===== src/rtl/prbs_pkg.sv =====
package prbs_pkg;
  localparam int PRBS_W = 15;

  typedef enum logic [1:0] {
    RATE_NONE  = 2'b00,
    RATE_LOW   = 2'b01,
    RATE_HIGH  = 2'b10,
    RATE_NONE2 = 2'b11
  } rate_e;

  // Feedback bit for x^15 + x^14 + 1: oldest bit xor second oldest
  function automatic logic prbs_fb(input logic [PRBS_W-1:0] s);
    return s[PRBS_W-1] ^ s[PRBS_W-2];
  endfunction

  // Shift a new bit in at the young end
  function automatic logic [PRBS_W-1:0] prbs_step(input logic [PRBS_W-1:0] s, input logic b);
    return {s[PRBS_W-2:0], b};
  endfunction

  // Interval in strobes for a rate code, 0 meaning no insertion
  function automatic int unsigned rate_period(input logic [1:0] code,
                                              input int unsigned lo,
                                              input int unsigned hi);
    case (rate_e'(code))
      RATE_LOW:  return lo;
      RATE_HIGH: return hi;
      default:   return 0;
    endcase
  endfunction
endpackage


===== src/rtl/prbs_gen.sv =====
module prbs_gen
  import prbs_pkg::*;
(
  input  logic              clk,
  input  logic              rst_n,
  input  logic              adv_i,
  output logic              bit_o,
  output logic [PRBS_W-1:0] state_o
);
  logic [PRBS_W-1:0] st;

  assign bit_o   = prbs_fb(st);
  assign state_o = st;

  always_ff @(posedge clk) begin
    if (!rst_n)     st <= '1;
    else if (adv_i) st <= prbs_step(st, prbs_fb(st));
  end
endmodule


===== src/rtl/prbs_err_inject.sv =====
module prbs_err_inject
  import prbs_pkg::*;
#(
  parameter int unsigned ERR_LO = 1000,
  parameter int unsigned ERR_HI = 1000000
) (
  input  logic       clk,
  input  logic       rst_n,
  input  logic [1:0] rate_i,
  input  logic       swap_i,
  input  logic       strobe_i,
  output logic       flip_o
);
  localparam int unsigned MAXP = (ERR_HI > ERR_LO) ? ERR_HI : ERR_LO;
  localparam int CW = $clog2(MAXP + 1);

  logic [CW-1:0] cnt;
  logic [1:0]    rate_q;
  logic          swap_q;
  logic          chg;
  logic [31:0]   period;
  logic          at_end;

  assign chg    = (rate_i != rate_q) || (swap_i != swap_q);
  assign period = rate_period(rate_i, ERR_LO, ERR_HI);
  assign at_end = (period != 0) && (cnt == CW'(period - 1));
  assign flip_o = strobe_i && !chg && at_end;

  always_ff @(posedge clk) begin
    if (!rst_n) begin
      cnt    <= '0;
      rate_q <= 2'b00;
      swap_q <= 1'b0;
    end else begin
      rate_q <= rate_i;
      swap_q <= swap_i;
      if (chg)                               cnt <= '0;
      else if (strobe_i && period != 0)      cnt <= at_end ? '0 : cnt + 1'b1;
    end
  end
endmodule


===== src/rtl/prbs_mon.sv =====
module prbs_mon
  import prbs_pkg::*;
#(
  parameter int LOCK_RUN = 32,
  parameter int WIN      = 64,
  parameter int LOSS     = 6
) (
  input  logic clk,
  input  logic rst_n,
  input  logic vld_i,
  input  logic data_i,
  output logic lock_o,
  output logic mis_o
);
  localparam int RW = $clog2(LOCK_RUN);
  localparam int WW = $clog2(WIN);
  localparam int EW = $clog2(LOSS);
  localparam int FW = $clog2(PRBS_W + 1);

  logic [PRBS_W-1:0] m;
  logic [FW-1:0]     fill;
  logic [RW-1:0]     run;
  logic [WW-1:0]     win;
  logic [EW-1:0]     errs;
  logic              locked;
  logic              pred, seeded, mis;

  assign pred   = prbs_fb(m);
  assign seeded = (fill == FW'(PRBS_W));
  assign mis    = (data_i != pred);
  assign mis_o  = vld_i && mis && (locked || seeded);
  assign lock_o = locked;

  always_ff @(posedge clk) begin
    if (!rst_n) begin
      m <= '0; fill <= '0; run <= '0; win <= '0; errs <= '0; locked <= 1'b0;
    end else if (vld_i) begin
      if (!locked) begin
        m <= prbs_step(m, data_i);
        if (!seeded) begin
          fill <= fill + 1'b1;
        end else if (!mis && m != '0) begin
          if (run == RW'(LOCK_RUN - 1)) begin
            locked <= 1'b1;
            run    <= '0;
            win    <= '0;
            errs   <= '0;
          end else begin
            run <= run + 1'b1;
          end
        end else begin
          run <= '0;
        end
      end else begin
        m <= prbs_step(m, pred);
        if (mis && errs == EW'(LOSS - 1)) begin
          locked <= 1'b0;
          fill   <= '0;
          run    <= '0;
        end else if (win == WW'(WIN - 1)) begin
          win  <= '0;
          errs <= '0;
        end else begin
          win  <= win + 1'b1;
          errs <= errs + EW'(mis);
        end
      end
    end
  end
endmodule


===== src/rtl/prbs_tester.sv =====
module prbs_tester
  import prbs_pkg::*;
#(
  parameter int unsigned ERR_LO   = 1000,
  parameter int unsigned ERR_HI   = 1000000,
  parameter int          LOCK_RUN = 32,
  parameter int          WIN      = 64,
  parameter int          LOSS     = 6
) (
  input  logic       clk,
  input  logic       rst_n,
  input  logic       swap_i,
  input  logic [1:0] rate_i,
  input  logic       bp_tx_vld_i,
  input  logic       bp_tx_data_i,
  input  logic       line_rx_vld_i,
  input  logic       line_rx_data_i,
  output logic       line_tx_vld_o,
  output logic       line_tx_data_o,
  output logic       bp_rx_vld_o,
  output logic       bp_rx_data_o,
  output logic       lock_o
);
  logic              gen_adv, gen_bit, gen_out;
  logic [PRBS_W-1:0] gen_state;
  logic              inj_flip;
  logic              mon_vld, mon_dat, mon_mis;

  assign gen_adv = swap_i ? line_rx_vld_i : bp_tx_vld_i;
  assign mon_vld = swap_i ? bp_tx_vld_i  : line_rx_vld_i;
  assign mon_dat = swap_i ? bp_tx_data_i : line_rx_data_i;
  assign gen_out = gen_bit ^ inj_flip;

  prbs_gen u_gen (
    .clk(clk), .rst_n(rst_n), .adv_i(gen_adv), .bit_o(gen_bit), .state_o(gen_state)
  );

  prbs_err_inject #(.ERR_LO(ERR_LO), .ERR_HI(ERR_HI)) u_inj (
    .clk(clk), .rst_n(rst_n), .rate_i(rate_i), .swap_i(swap_i),
    .strobe_i(gen_adv), .flip_o(inj_flip)
  );

  prbs_mon #(.LOCK_RUN(LOCK_RUN), .WIN(WIN), .LOSS(LOSS)) u_mon (
    .clk(clk), .rst_n(rst_n), .vld_i(mon_vld), .data_i(mon_dat),
    .lock_o(lock_o), .mis_o(mon_mis)
  );

  always_ff @(posedge clk) begin
    if (!rst_n) begin
      line_tx_vld_o  <= 1'b0;
      line_tx_data_o <= 1'b0;
      bp_rx_vld_o    <= 1'b0;
      bp_rx_data_o   <= 1'b0;
    end else begin
      line_tx_vld_o  <= bp_tx_vld_i;
      bp_rx_vld_o    <= line_rx_vld_i;
      line_tx_data_o <= swap_i ? bp_tx_data_i : (bp_tx_vld_i & gen_out);
      bp_rx_data_o   <= swap_i ? (line_rx_vld_i & gen_out) : line_rx_data_i;
    end
  end
endmodule


===== config.mk =====
export PLATFORM = sky130hd
export DESIGN_NAME = prbs_tester
export DESIGN_NICKNAME = d
export VERILOG_FILES = /design/src/rtl/prbs_pkg.sv /design/src/rtl/prbs_gen.sv /design/src/rtl/prbs_err_inject.sv /design/src/rtl/prbs_mon.sv /design/src/rtl/prbs_tester.sv
export SDC_FILE = /design/constraint.sdc
export NUM_CORES = 1
export LEC_CHECK = 0
export BUFFER_PORTS_ARGS = -buffer_cell sky130_fd_sc_hd__clkbuf_2
export CAP_MARGIN = 10
export CORE_AREA = 2 2 97 99
export DETAILED_ROUTE_END_ITERATION = 16
export DIE_AREA = 0 0 99 101
export GPL_TIMING_DRIVEN = 0
export PLACE_DENSITY = 0.52
export SKIP_CTS_REPAIR_TIMING = 1
export SYNTH_ARGS = -nofsm -noshare
export SYNTH_HDL_FRONTEND = slang
export SYNTH_SLANG_ARGS = --single-unit

===== constraint.sdc =====
create_clock -name clk -period 2.8 [get_ports clk]
set_clock_uncertainty 0.15 [all_clocks]
set_input_delay 0.56 -clock clk [delete_from_list [all_inputs] [get_ports clk]]
set_output_delay 0.56 -clock clk [all_outputs]
set_load 0.05 [all_outputs]

==> run_results.csv, run 1 <==
group,metric,value,unit
outcome,status,"finished, final reports clean",
timing,max_freq,399.8,MHz
global_route,grt_usage,15.80,%
route,vias,2884,
critical_path,endpoint_kind,"flop",
die,rows,35,
die,start_util,38.86,%
worst_hold_path,whs_endpoint,"u_mon.m[7]$_SDFFE_PN0P_",
global_route,grt_pass1_vias,2641,
synth,synth_seq_cells,76,
critical_path,r2r_slack,0.41,ns
synth,syn_avg_cell_area,8.406,um^2
placement,placed_cells,539,
die,die_x,99,um
power_and_ir_drop,p_comb_share,8.2,%
synth,synth_top_area_share,43.62,%
final_layout,layout-drive-gt1-share,10.36,%
synth,yosys.area_share.simple,28.62,%
critical_path,required,2.93,ns
synth,synth_cells,415,
final_layout,syn_to_final_growth,12.59,%
power_and_ir_drop,p_sw,535.6,uW
final_layout,num_antenna_cells,0,
synth,synth_fp_nets,434,
synth,yosys.area.top_type,"dfxtp_1",
timing,post-route-period-util,89.32,%
synth,muxShareOfSynthArea,3.300,%
power_and_ir_drop,power_density,580.1,nW/um^2
cts,cts_buffers,9,
critical_path,reg2reg_to,"u_mon.win[5]$_SDFFE_PN0P_",
timing,slew_headroom,20.81,%
placement,hpwl,5229,um
timing,hold_viol,0,
timing,rsz0062_at_grt,"no",
power_and_ir_drop,p_int,1743,uW
route,drt_wl_total,7532,um
worst_hold_path,holdPathStages,2,
route,first_pass_iters,5,
synth,synth_edf_count,0,
cts,cts_tree,"yes",
power_and_ir_drop,pwr-share-seq,49.5,%
global_route,grt.overflow.total,0,
die,dieArea,9999,um^2
critical_path,crit_type,"input port to flop",
placement,dp_slack,-0.1283,ns
critical_path,reg2reg_from,"u_mon.win[0]$_SDFFE_PN0P_",
die,core,8977,um^2
critical_path,crit_arrival,2.63,ns
cts,path_clk_slew,0.07,ns
route,postRouteAntennaNets,0,
power_and_ir_drop,peakVddDrop,0.2432,mV
synth,synth.area.top_cells,"dfxtp_1, nand2_1, nand3_1",
global_route,grt_max_degree,13,
critical_path,start_kind,"input port",
cts,cts_root_buffer,"clkbuf_8",
synth,mappedNetlistArea,3488,um^2
route,vias_per_cell,5.196,
placement,globalplace.congestion,0.8137,
timing,fin_crit,2.501,ns
die,io_pins,14,
synth,synthAdderAreaFrac,3.587,%
cts,clock-sinks,76,
die,die_h,101,um
worst_hold_path,hold_class,"flop to flop",
route,route.detailed.drc,0,
critical_path,cp_max_fo,7,
global_route,grt_pass1_wl,12630,um
route,avgRoutedWirePerCell,13.57,um
placement,io_buffers,12,
power_and_ir_drop,p_clk_share,42.3,%
critical_path,ff2ff_path_depth,6,
timing,fin_ws,0.2990,ns
final_layout,stdcell_count,555,
synth,synth_seq_area_share,43.62,%
run,maxCapViolations,0,
cts,clock_latency,0.34,ns
synth,dominantRegCellSynth,"dfxtp_1",
synth,synth_xor_area_share,6.994,%
route,drt_iter0_markers,122,
synth,synthArstFlopShare,0,%
global_route,antenna_found_initial,0,
synth,yosys_warnings,0,
power_and_ir_drop,p_leak,0.001553,uW
timing,fin_hold_ws,0.3210,ns
timing,setup_viol,0,
timing,drv_slew,0,
final_layout,layout.nets,458,
synth,synth_compound_area_share,11.08,%
synth,ys_types,57,
timing,max_slew.worst_pin.slew,1.180,ns
cts,cts_max_level,3,
worst_hold_path,hold_start,"u_mon.m[7]$_SDFFE_PN0P_",
power_and_ir_drop,switching_share,23.50,%
synth,synth_top_family_by_area,"simple AND/OR/NAND/NOR gates",
cts,cts.path.max_buffers,2,
==> registers in the layout (all words and copies together) (netlist names), 2 cells and up <==
| name | flops |
|---|---|
| u_gen.state_o | 15 |
| u_mon.errs | 3 |
| u_mon.win | 6 |
| u_inj.rate_q | 2 |
| u_mon.fill | 4 |
| u_mon.m | 15 |
| u_inj.cnt | 20 |
| u_mon.run | 5 |
==> cell type report <==
type / count / area (um^2)
fillers: 895 / 5050
multi-input cells: 315 / 1869
flip-flops and latches: 76 / 1521
clock buffers: 12 / 165.2
well taps: 111 / 138.9
plain buffers: 17 / 71.32
clock inverters: 4 / 70.07
repair buffers: 13 / 65.06
inverters: 7 / 26.28
==> synthesized netlist by cell type, types with 3 or more instances <==
cell / instances
nor2_1: 33
nand3b_1: 4
a31o_2: 5
and3_1: 10
clkbuf_1: 12
xor2_1: 15
nor3_1: 7
nor4_1: 6
ha_1: 10
mux2i_1: 7
inv_1: 6
a21oi_1: 22
xnor2_1: 11
nand3_1: 29
dfxtp_1: 76
a31oi_1: 3
nand2b_1: 3
nand2_1: 92
o21ai_0: 6
buf_2: 3
and2_1: 5
nand4_1: 7
==> stage by stage <==
stage / total power (uW) / util (%) / TNS, ns / cell area, um^2
floorplan: 1284 / - / 0 / 3488
global placement: 1338 / 41.07 / -2.052 / 3687
detailed placement: 1339 / 41.13 / -1.466 / 3692
CTS: 2318 / 43.75 / 0 / 3928
global route: 2390 / 43.75 / 0 / 3928
finish: 2279 / 43.75 / 0 / 3928
==> metal layers <==
| metal | GRT usage, % | vias up | share of wire [%] |
|---|---|---|---|
| met5 | 0 | - | 0 |
| met4 | 5.690 | 0 | 1.0 |
| met3 | 3.675 | 7 | 2.8 |
| met2 | 22.97 | 46 | 43 |
| met1 | 22.82 | 1339 | 53 |
| li1 | - | 1492 | - |
==> layout by cell type (no fill, tap or decap), drive strengths merged, types with 3 or more instances in the layout <==
master  count
inv         6
nand4       7
buf         6
nand2b      3
and3       10
nor4        6
nand3b      4
clkbuf     36
o21ai       7
xnor2      11
a31oi       3
a31o        5
and2        5
dfxtp      76
nand3      29
nor3        7
ha         10
xor2       16
a21oi      22
nand2      92
clkinv      3
nor2       34
mux2i       8
==> worst max-delay path by stage <==
stage               from                         end  slack, ns  cells past startpoint
6_report       rate_i[0]   line_tx_data_o$_SDFF_PN0_       0.30                      8
5_1_grt        rate_i[0]  u_inj.cnt[10]$_SDFFE_PP0P_       0.15                      8
4_1_cts        rate_i[0]   u_inj.cnt[8]$_SDFFE_PP0P_       0.26                      8
3_5_place_dp   rate_i[0]  u_inj.cnt[10]$_SDFFE_PP0P_      -0.13                      8
3_3_place_gp   rate_i[0]  u_inj.cnt[19]$_SDFFE_PP0P_      -0.25                      7
2_1_floorplan  rate_i[0]   line_tx_data_o$_SDFF_PN0_       0.35                      7
==> cells by family (layout without fill, tap and decap cells) <==
| group | after synthesis | after routing |
|---|---|---|
| simple gates | 211 | 211 |
| mux | 10 | 10 |
| compound gates | 57 | 57 |
| xor+xnor | 27 | 27 |
| fa+ha+maj | 10 | 10 |
| buf+inv | 24 | 53 |
| flops | 76 | 76 |
==> critical path: stages <==
cell	delay [ns]
clkbuf_2	0.13
inv_1	0.07
ha_1	0.39
or4_1	0.45
a22oi_2	0.18
o2111ai_2	0.22
or4_1	0.51
nand3_1	0.11
==> power groups by stage <==
stage / logic (uW) / clock network (uW) / registers [uW]
floorplan: 121 / 0 / 1160
global placement: 186 / 0 / 1150
detailed placement: 187 / 0 / 1150
CTS: 189 / 1000 / 1130
global route: 208 / 1050 / 1130
finish: 186 / 965 / 1130
Note: power is estimated with default switching activity, not from simulation.
==> inputs of run 2 (changes only) <==
--- a/config.mk
+++ b/config.mk
@@ -5,7 +5,7 @@
 export SDC_FILE = /design/constraint.sdc
 export NUM_CORES = 1
 export LEC_CHECK = 0
-export BUFFER_PORTS_ARGS = -buffer_cell sky130_fd_sc_hd__clkbuf_2
+export BUFFER_PORTS_ARGS = -buffer_cell sky130_fd_sc_hd__buf_2
 export CAP_MARGIN = 10
 export CORE_AREA = 2 2 97 99
 export DETAILED_ROUTE_END_ITERATION = 16
==> constraint.sdc (replaced) <==
create_clock -name clk -period 2.9 [get_ports clk]
set_clock_uncertainty 0.15 [all_clocks]
set_input_delay 0.58 -clock clk [delete_from_list [all_inputs] [get_ports clk]]
set_output_delay 0.58 -clock clk [all_outputs]
set_load 0.05 [all_outputs]
==> run 2 against run 1 <==
Die area unchanged. Sequential share of layout area up 0.19 points. Combinational power down 4%. Sequential power down 4%. Worst hold slack worse by 0.0077 ns. Global-route usage about the same. Power down 5.7%. Clock power down 8.5%. Cell area down 0.48%. Sequential cell count unchanged. Critical endpoint is now u_inj.cnt[19]$_SDFFE_PP0P_. Largest cell class unchanged.
==> run_results.csv, run 2 (synthesis results as in run 1) <==
group,metric,value,unit
worst_hold_path,hold_class,"flop to flop",
route,route.detailed.drc,0,
timing,slew_headroom,22.14,%
final_layout,layout-drive-gt1-share,10.14,%
global_route,grt.overflow.total,0,
critical_path,crit_slowest_cell,"nor4_1",
power_and_ir_drop,pwr-share-seq,50.6,%
timing,fin_ws,0.3681,ns
critical_path,crit_family,"simple AND/OR/NAND/NOR gates",
power_and_ir_drop,power_density,549.8,nW/um^2
power_and_ir_drop,p_comb_share,8.3,%
cts,cts_max_level,3,
placement,placed_cells,538,
die,dieArea,9999,um^2
critical_path,cp_slowest_stage_delay,1.01,ns
outcome,status,"finished, final reports clean",
cts,cts_root_buffer,"clkbuf_8",
power_and_ir_drop,p_leak,0.001544,uW
power_and_ir_drop,switching_share,23.93,%
critical_path,ff2ff_path_depth,7,
die,die_h,101,um
route,first_pass_iters,5,
timing,tns,0,ns
power_and_ir_drop,p_int,1635,uW
critical_path,worstPathCellList,"buf_2, inv_1, ha_1, nor4_1, nand4_1, xor2_1, nor2_1",
placement,hpwl,5130,um
route,vias_per_cell,5.200,
critical_path,reg2reg_from,"u_mon.win[0]$_SDFFE_PN0P_",
critical_path,crit_arrival,2.62,ns
cts,clock-sinks,76,
global_route,grt_usage,15.83,%
route,drt_wl_total,7303,um
cts,clock_latency,0.34,ns
final_layout,fillers,884,
critical_path,crit_type,"input port to flop",
die,io_pins,14,
cts,cts.path.max_buffers,2,
die,core,8977,um^2
cts,cts_tree,"yes",
timing,post-route-period-util,87.31,%
power_and_ir_drop,p_sw,514.3,uW
timing,hold_viol,0,
critical_path,required,2.98,ns
die,die_x,99,um
placement,io_buffers,12,
worst_hold_path,holdPathStages,2,
timing,rsz0062_at_grt,"no",
route,avgRoutedWirePerCell,13.16,um
global_route,grt_pass1_wl,12630,um
critical_path,reg2reg_to,"u_mon.win[3]$_SDFFE_PN0P_",
final_layout,stdcell_count,555,
final_layout,num_antenna_cells,0,
critical_path,start_kind,"input port",
global_route,grt_max_degree,13,
critical_path,crit_buf_inv,2,
worst_hold_path,hold_start,"u_gen.state_o[12]$_SDFFE_PN1P_",
final_layout,layout_common_cells,"nand2_1, dfxtp_1, nor2_1",
placement,postPlaceCellArea,3687,um^2
cts,cts_buffers,9,
cts,path_clk_slew,0.07,ns
timing,max_slew.worst_pin.slew,1.157,ns
global_route,grt_pass1_vias,2615,
final_layout,fin_area,3909,um^2
final_layout,syn_to_final_growth,12.05,%
final_layout,top_register,"u_inj.cnt",
run,maxCapViolations,0,
critical_path,cp_max_fo,7,
route,postRouteAntennaNets,0,
final_layout,final_common_cell,"nand2_1",
timing,max_freq,395.0,MHz
worst_hold_path,whs_endpoint,"u_gen.state_o[13]$_SDFFE_PN1P_",
route,vias,2886,
final_layout,multi_input_area,1869,um^2
die,start_util,38.86,%
power_and_ir_drop,p_total,2149,uW
power_and_ir_drop,p_clk_share,41.1,%
final_layout,seqCellArea,1521,um^2
critical_path,endpoint_kind,"flop",
power_and_ir_drop,peakVddDrop,0.2024,mV
timing,drv_slew,0,
final_layout,largest_reg_flops,20,
global_route,antenna_found_initial,0,
placement,dp_slack,-0.01602,ns
critical_path,r2r_slack,0.65,ns
die,rows,35,
final_layout,layout.nets,458,
route,drt_iter0_markers,107,
critical_path,cp_num_cells,7,
placement,globalplace.congestion,0.8246,
timing,setup_viol,0,
timing,fin_crit,2.532,ns
## run 2: cell types whose count changed in the layout (fill, tap and decap cells not counted)
cell / before / now
buf_2: 4 / 15
clkinv_2: 2 / 3
clkbuf_8: 12 / 10
clkbuf_2: 12 / 1
clkbuf_1: 12 / 13
## run 2: how the worst max path moves through the flow
stage / start / to / slack, ns
after detailed placement: rate_i[0] / u_inj.cnt[17]$_SDFFE_PP0P_ / -0.02
after global routing: rate_i[0] / u_inj.cnt[13]$_SDFFE_PP0P_ / 0.14
after floorplan: rate_i[0] / line_tx_data_o$_SDFF_PN0_ / 0.43
after global placement: rate_i[0] / u_inj.cnt[19]$_SDFFE_PP0P_ / -0.1
final: rate_i[0] / u_inj.cnt[19]$_SDFFE_PP0P_ / 0.37
after CTS: rate_i[0] / u_inj.cnt[19]$_SDFFE_PP0P_ / 0.35
## run 2: final cells by class
cell class | count | share of cell area, %
clock inverters | 5 | 1.921
clock buffers | 11 | 3.617
plain buffers | 17 | 1.825
multi-input cells | 315 | 47.82
inverters | 7 | 0.6722
well taps | 111 | 3.553
repair buffers | 13 | 1.665
flip-flops and latches | 76 | 38.92
## run 2: power groups by stage
stage / logic [uW] / registers [uW] / clock network [uW]
2_1_floorplan: 117 / 1120 / 0
3_3_place_gp: 180 / 1110 / 0
3_5_place_dp: 180 / 1110 / 0
4_1_cts: 181 / 1090 / 915
5_1_grt: 201 / 1090 / 971
6_report: 178 / 1090 / 883
## run 2: routing by layer
layer | GRT usage [%] | routed length [um] | vias to the layer above
met5 | 0 | 0 | -
met4 | 6.006 | 123 | 0
met3 | 4.230 | 273 | 11
met2 | 23.18 | 3145 | 44
met1 | 22.27 | 3761 | 1339
li1 | - | - | 1492
## run 2: tightest hold or removal path: cells and delay by family (launching register included)
kind             cells  cell delay (ns)
and+or+nand+nor      2             0.11
DFF                  1             0.31
## run 2: stage by stage
step | hold slack (ns) | utilization [%]
floorplan | 0.2860 | -
global placement | 0.2998 | 41.07
detailed placement | 0.3051 | 41.07
CTS | 0.3210 | 43.48
global route | 0.3379 | 43.54
finish | 0.3133 | 43.54
==> inputs of run 3 (changes only) <==
--- a/config.mk
+++ b/config.mk
@@ -7,11 +7,13 @@
 export LEC_CHECK = 0
 export BUFFER_PORTS_ARGS = -buffer_cell sky130_fd_sc_hd__buf_2
 export CAP_MARGIN = 10
+export CELL_PAD_IN_SITES_DETAIL_PLACEMENT = 1
+export CELL_PAD_IN_SITES_GLOBAL_PLACEMENT = 2
 export CORE_AREA = 2 2 97 99
 export DETAILED_ROUTE_END_ITERATION = 16
 export DIE_AREA = 0 0 99 101
 export GPL_TIMING_DRIVEN = 0
-export PLACE_DENSITY = 0.52
+export PLACE_DENSITY = 0.78
 export SKIP_CTS_REPAIR_TIMING = 1
 export SYNTH_ARGS = -nofsm -noshare
 export SYNTH_HDL_FRONTEND = slang
==> constraint.sdc (replaced) <==
create_clock -name clk -period 2.9 [get_ports clk]
set_clock_uncertainty 0.15 [all_clocks]
set_input_delay 0.58 -clock clk [delete_from_list [all_inputs] [get_ports clk]]
set_output_delay 0.58 -clock clk [all_outputs]
set_load 0.005 [all_outputs]
==> run 3 against run 2 <==
Critical path depth increased by 1. Cell count down 0.36%. Largest cell class unchanged. Largest power group unchanged. Via count grew 1.2%. Global-route usage is 1.7 points higher. Fmax shrank 1.3%.
==> run_results.csv, run 3 (synthesis results as in run 1) <==
group,metric,value,unit
outcome,status,"finished, final reports clean",
run,maxCapViolations,0,
critical_path,cp_max_fo,7,
critical_path,crit_type,"input port to flop",
route,vias,2922,
route,drt_wl_total,8158,um
route,first_pass_iters,6,
power_and_ir_drop,p_leak,0.001532,uW
final_layout,top_register,"u_inj.cnt",
route,drt_iter0_markers,85,
cts,cts_buffers,9,
final_layout,layout-drive-gt1-share,10.18,%
critical_path,ff2ff_path_depth,7,
cts,clock_latency,0.35,ns
cts,path_clk_slew,0.08,ns
timing,setup_viol,0,
cts,cts_max_level,3,
die,die_h,101,um
global_route,grt_pass1_vias,2886,
placement,globalplace.congestion,0.7699,
final_layout,syn_to_final_growth,12.12,%
global_route,grt.overflow.total,0,
placement,hpwl,5935,um
final_layout,fin_util,43.57,%
final_layout,layout.nets,458,
power_and_ir_drop,peakVddDrop,0.2885,mV
placement,dp_slack,-0.08335,ns
cts,cts_root_buffer,"clkbuf_8",
die,dieArea,9999,um^2
route,avgRoutedWirePerCell,14.75,um
placement,io_buffers,12,
timing,slew_headroom,37.92,%
power_and_ir_drop,p_sw,517.4,uW
timing,max_freq,390.0,MHz
die,die_x,99,um
timing,hold_viol,0,
final_layout,largest_reg_flops,20,
die,start_util,38.86,%
power_and_ir_drop,p_comb_share,7.8,%
final_layout,layout_common_cells,"nand2_1, dfxtp_1, nor2_1",
critical_path,required,2.98,ns
timing,fin_hold_ws,0.3189,ns
global_route,grt_max_degree,13,
global_route,grt_usage,17.51,%
power_and_ir_drop,switching_share,24.10,%
worst_hold_path,hold_class,"flop to flop",
cts,cts.path.max_buffers,2,
power_and_ir_drop,power_density,548.9,nW/um^2
timing,post-route-period-util,88.41,%
die,core,8977,um^2
route,route.detailed.drc,0,
timing,fin_ws,0.3360,ns
cts,clock-sinks,76,
final_layout,num_antenna_cells,0,
timing,fin_crit,2.564,ns
critical_path,endpoint_kind,"flop",
route,postRouteAntennaNets,0,
critical_path,crit_arrival,2.65,ns
critical_path,start_kind,"input port",
die,rows,35,
critical_path,crit_slowest_cell,"nor3_1",
final_layout,fillers,1079,
cts,cts_tree,"yes",
critical_path,worstPathCellList,"buf_2, inv_1, ha_1, nand3b_1, nor3_1, nand4_1, xor2_1, nor2_1",
worst_hold_path,holdPathStages,2,
timing,drv_slew,0,
die,io_pins,14,
timing,rsz0062_at_grt,"no",
power_and_ir_drop,p_clk_share,41.5,%
global_route,grt_pass1_wl,13890,um
final_layout,final_common_cell,"nand2_1",
timing,max_slew.worst_pin.slew,0.9242,ns
route,vias_per_cell,5.284,
power_and_ir_drop,p_int,1629,uW
critical_path,cp_slowest_stage_delay,0.78,ns
power_and_ir_drop,pwr-share-seq,50.7,%
global_route,antenna_found_initial,0,
==> run 3: changes by cell type in the layout (fill, tap and decap cells not counted) <==
| cell | previous run | this run |
|---|---|---|
| clkinv_2 | 3 | 0 |
| nor4_1 | 6 | 5 |
| clkinvlp_4 | 0 | 2 |
| nor4_2 | 0 | 1 |
| clkbuf_1 | 13 | 12 |
==> run 3: power by group through the flow <==
stage	combinational, uW	sequential, uW	clock [uW]
after detailed placement	172	1110	0
after CTS	172	1090	923
after floorplan	117	1110	0
after global placement	168	1110	0
after global routing	193	1090	973
final	168	1090	891
==> run 3: layer usage <==
layer / wire length [um] / up-vias / GRT usage [%]
met1: 4215 / 1399 / 23.80
met3: 161 / 11 / 3.814
met4: 137 / 0 / 7.165
li1: - / 1491 / -
met5: 0 / - / 0
met2: 3644 / 21 / 27.03
==> run 3: through the flow <==
stage / area (um^2) / std cells / TNS (ns) / power [uW]
after floorplan: 3488 / 415 / 0 / 1226
after global placement: 3687 / 538 / -0.8918 / 1279
after detailed placement: 3687 / 538 / -0.5820 / 1284
after CTS: 3900 / 552 / 0 / 2183
after global routing: 3911 / 553 / 0 / 2257
final: 3911 / 553 / 0 / 2147
==> run 3: path summary, 6_finish.rpt <==
check,startpoint,end,slack (ns)
max,rate_i[0],u_inj.cnt[18]$_SDFFE_PP0P_,0.34
min,u_mon.m[7]$_SDFFE_PN0P_,u_mon.m[7]$_SDFFE_PN0P_,0.32
max reg2reg,u_mon.win[0]$_SDFFE_PN0P_,u_mon.win[5]$_SDFFE_PN0P_,0.68
min reg2reg,u_mon.m[7]$_SDFFE_PN0P_,u_mon.m[7]$_SDFFE_PN0P_,0.32
==> run 3: cell type report <==
type	instances	area, um^2	share of cell area [%]
Multi-Input combinational cell	315	1876	47.95
Sequential cell	76	1521	38.90
Clock inverter	4	75.07	1.919
Clock buffer	10	137.6	3.519
Tap cell	111	138.9	3.551
Inverter	7	26.28	0.6718
Buffer	17	71.32	1.823
Timing Repair Buffer	13	65.06	1.663
==> run 3: critical path, delay by kind of cell <==
family                     cells  cell delay [ns]
adders and majority gates      1             0.40
and+or+nand+nor                4             1.28
buffers and inverters          2             0.20
xor gates and xnor gates       1             0.19
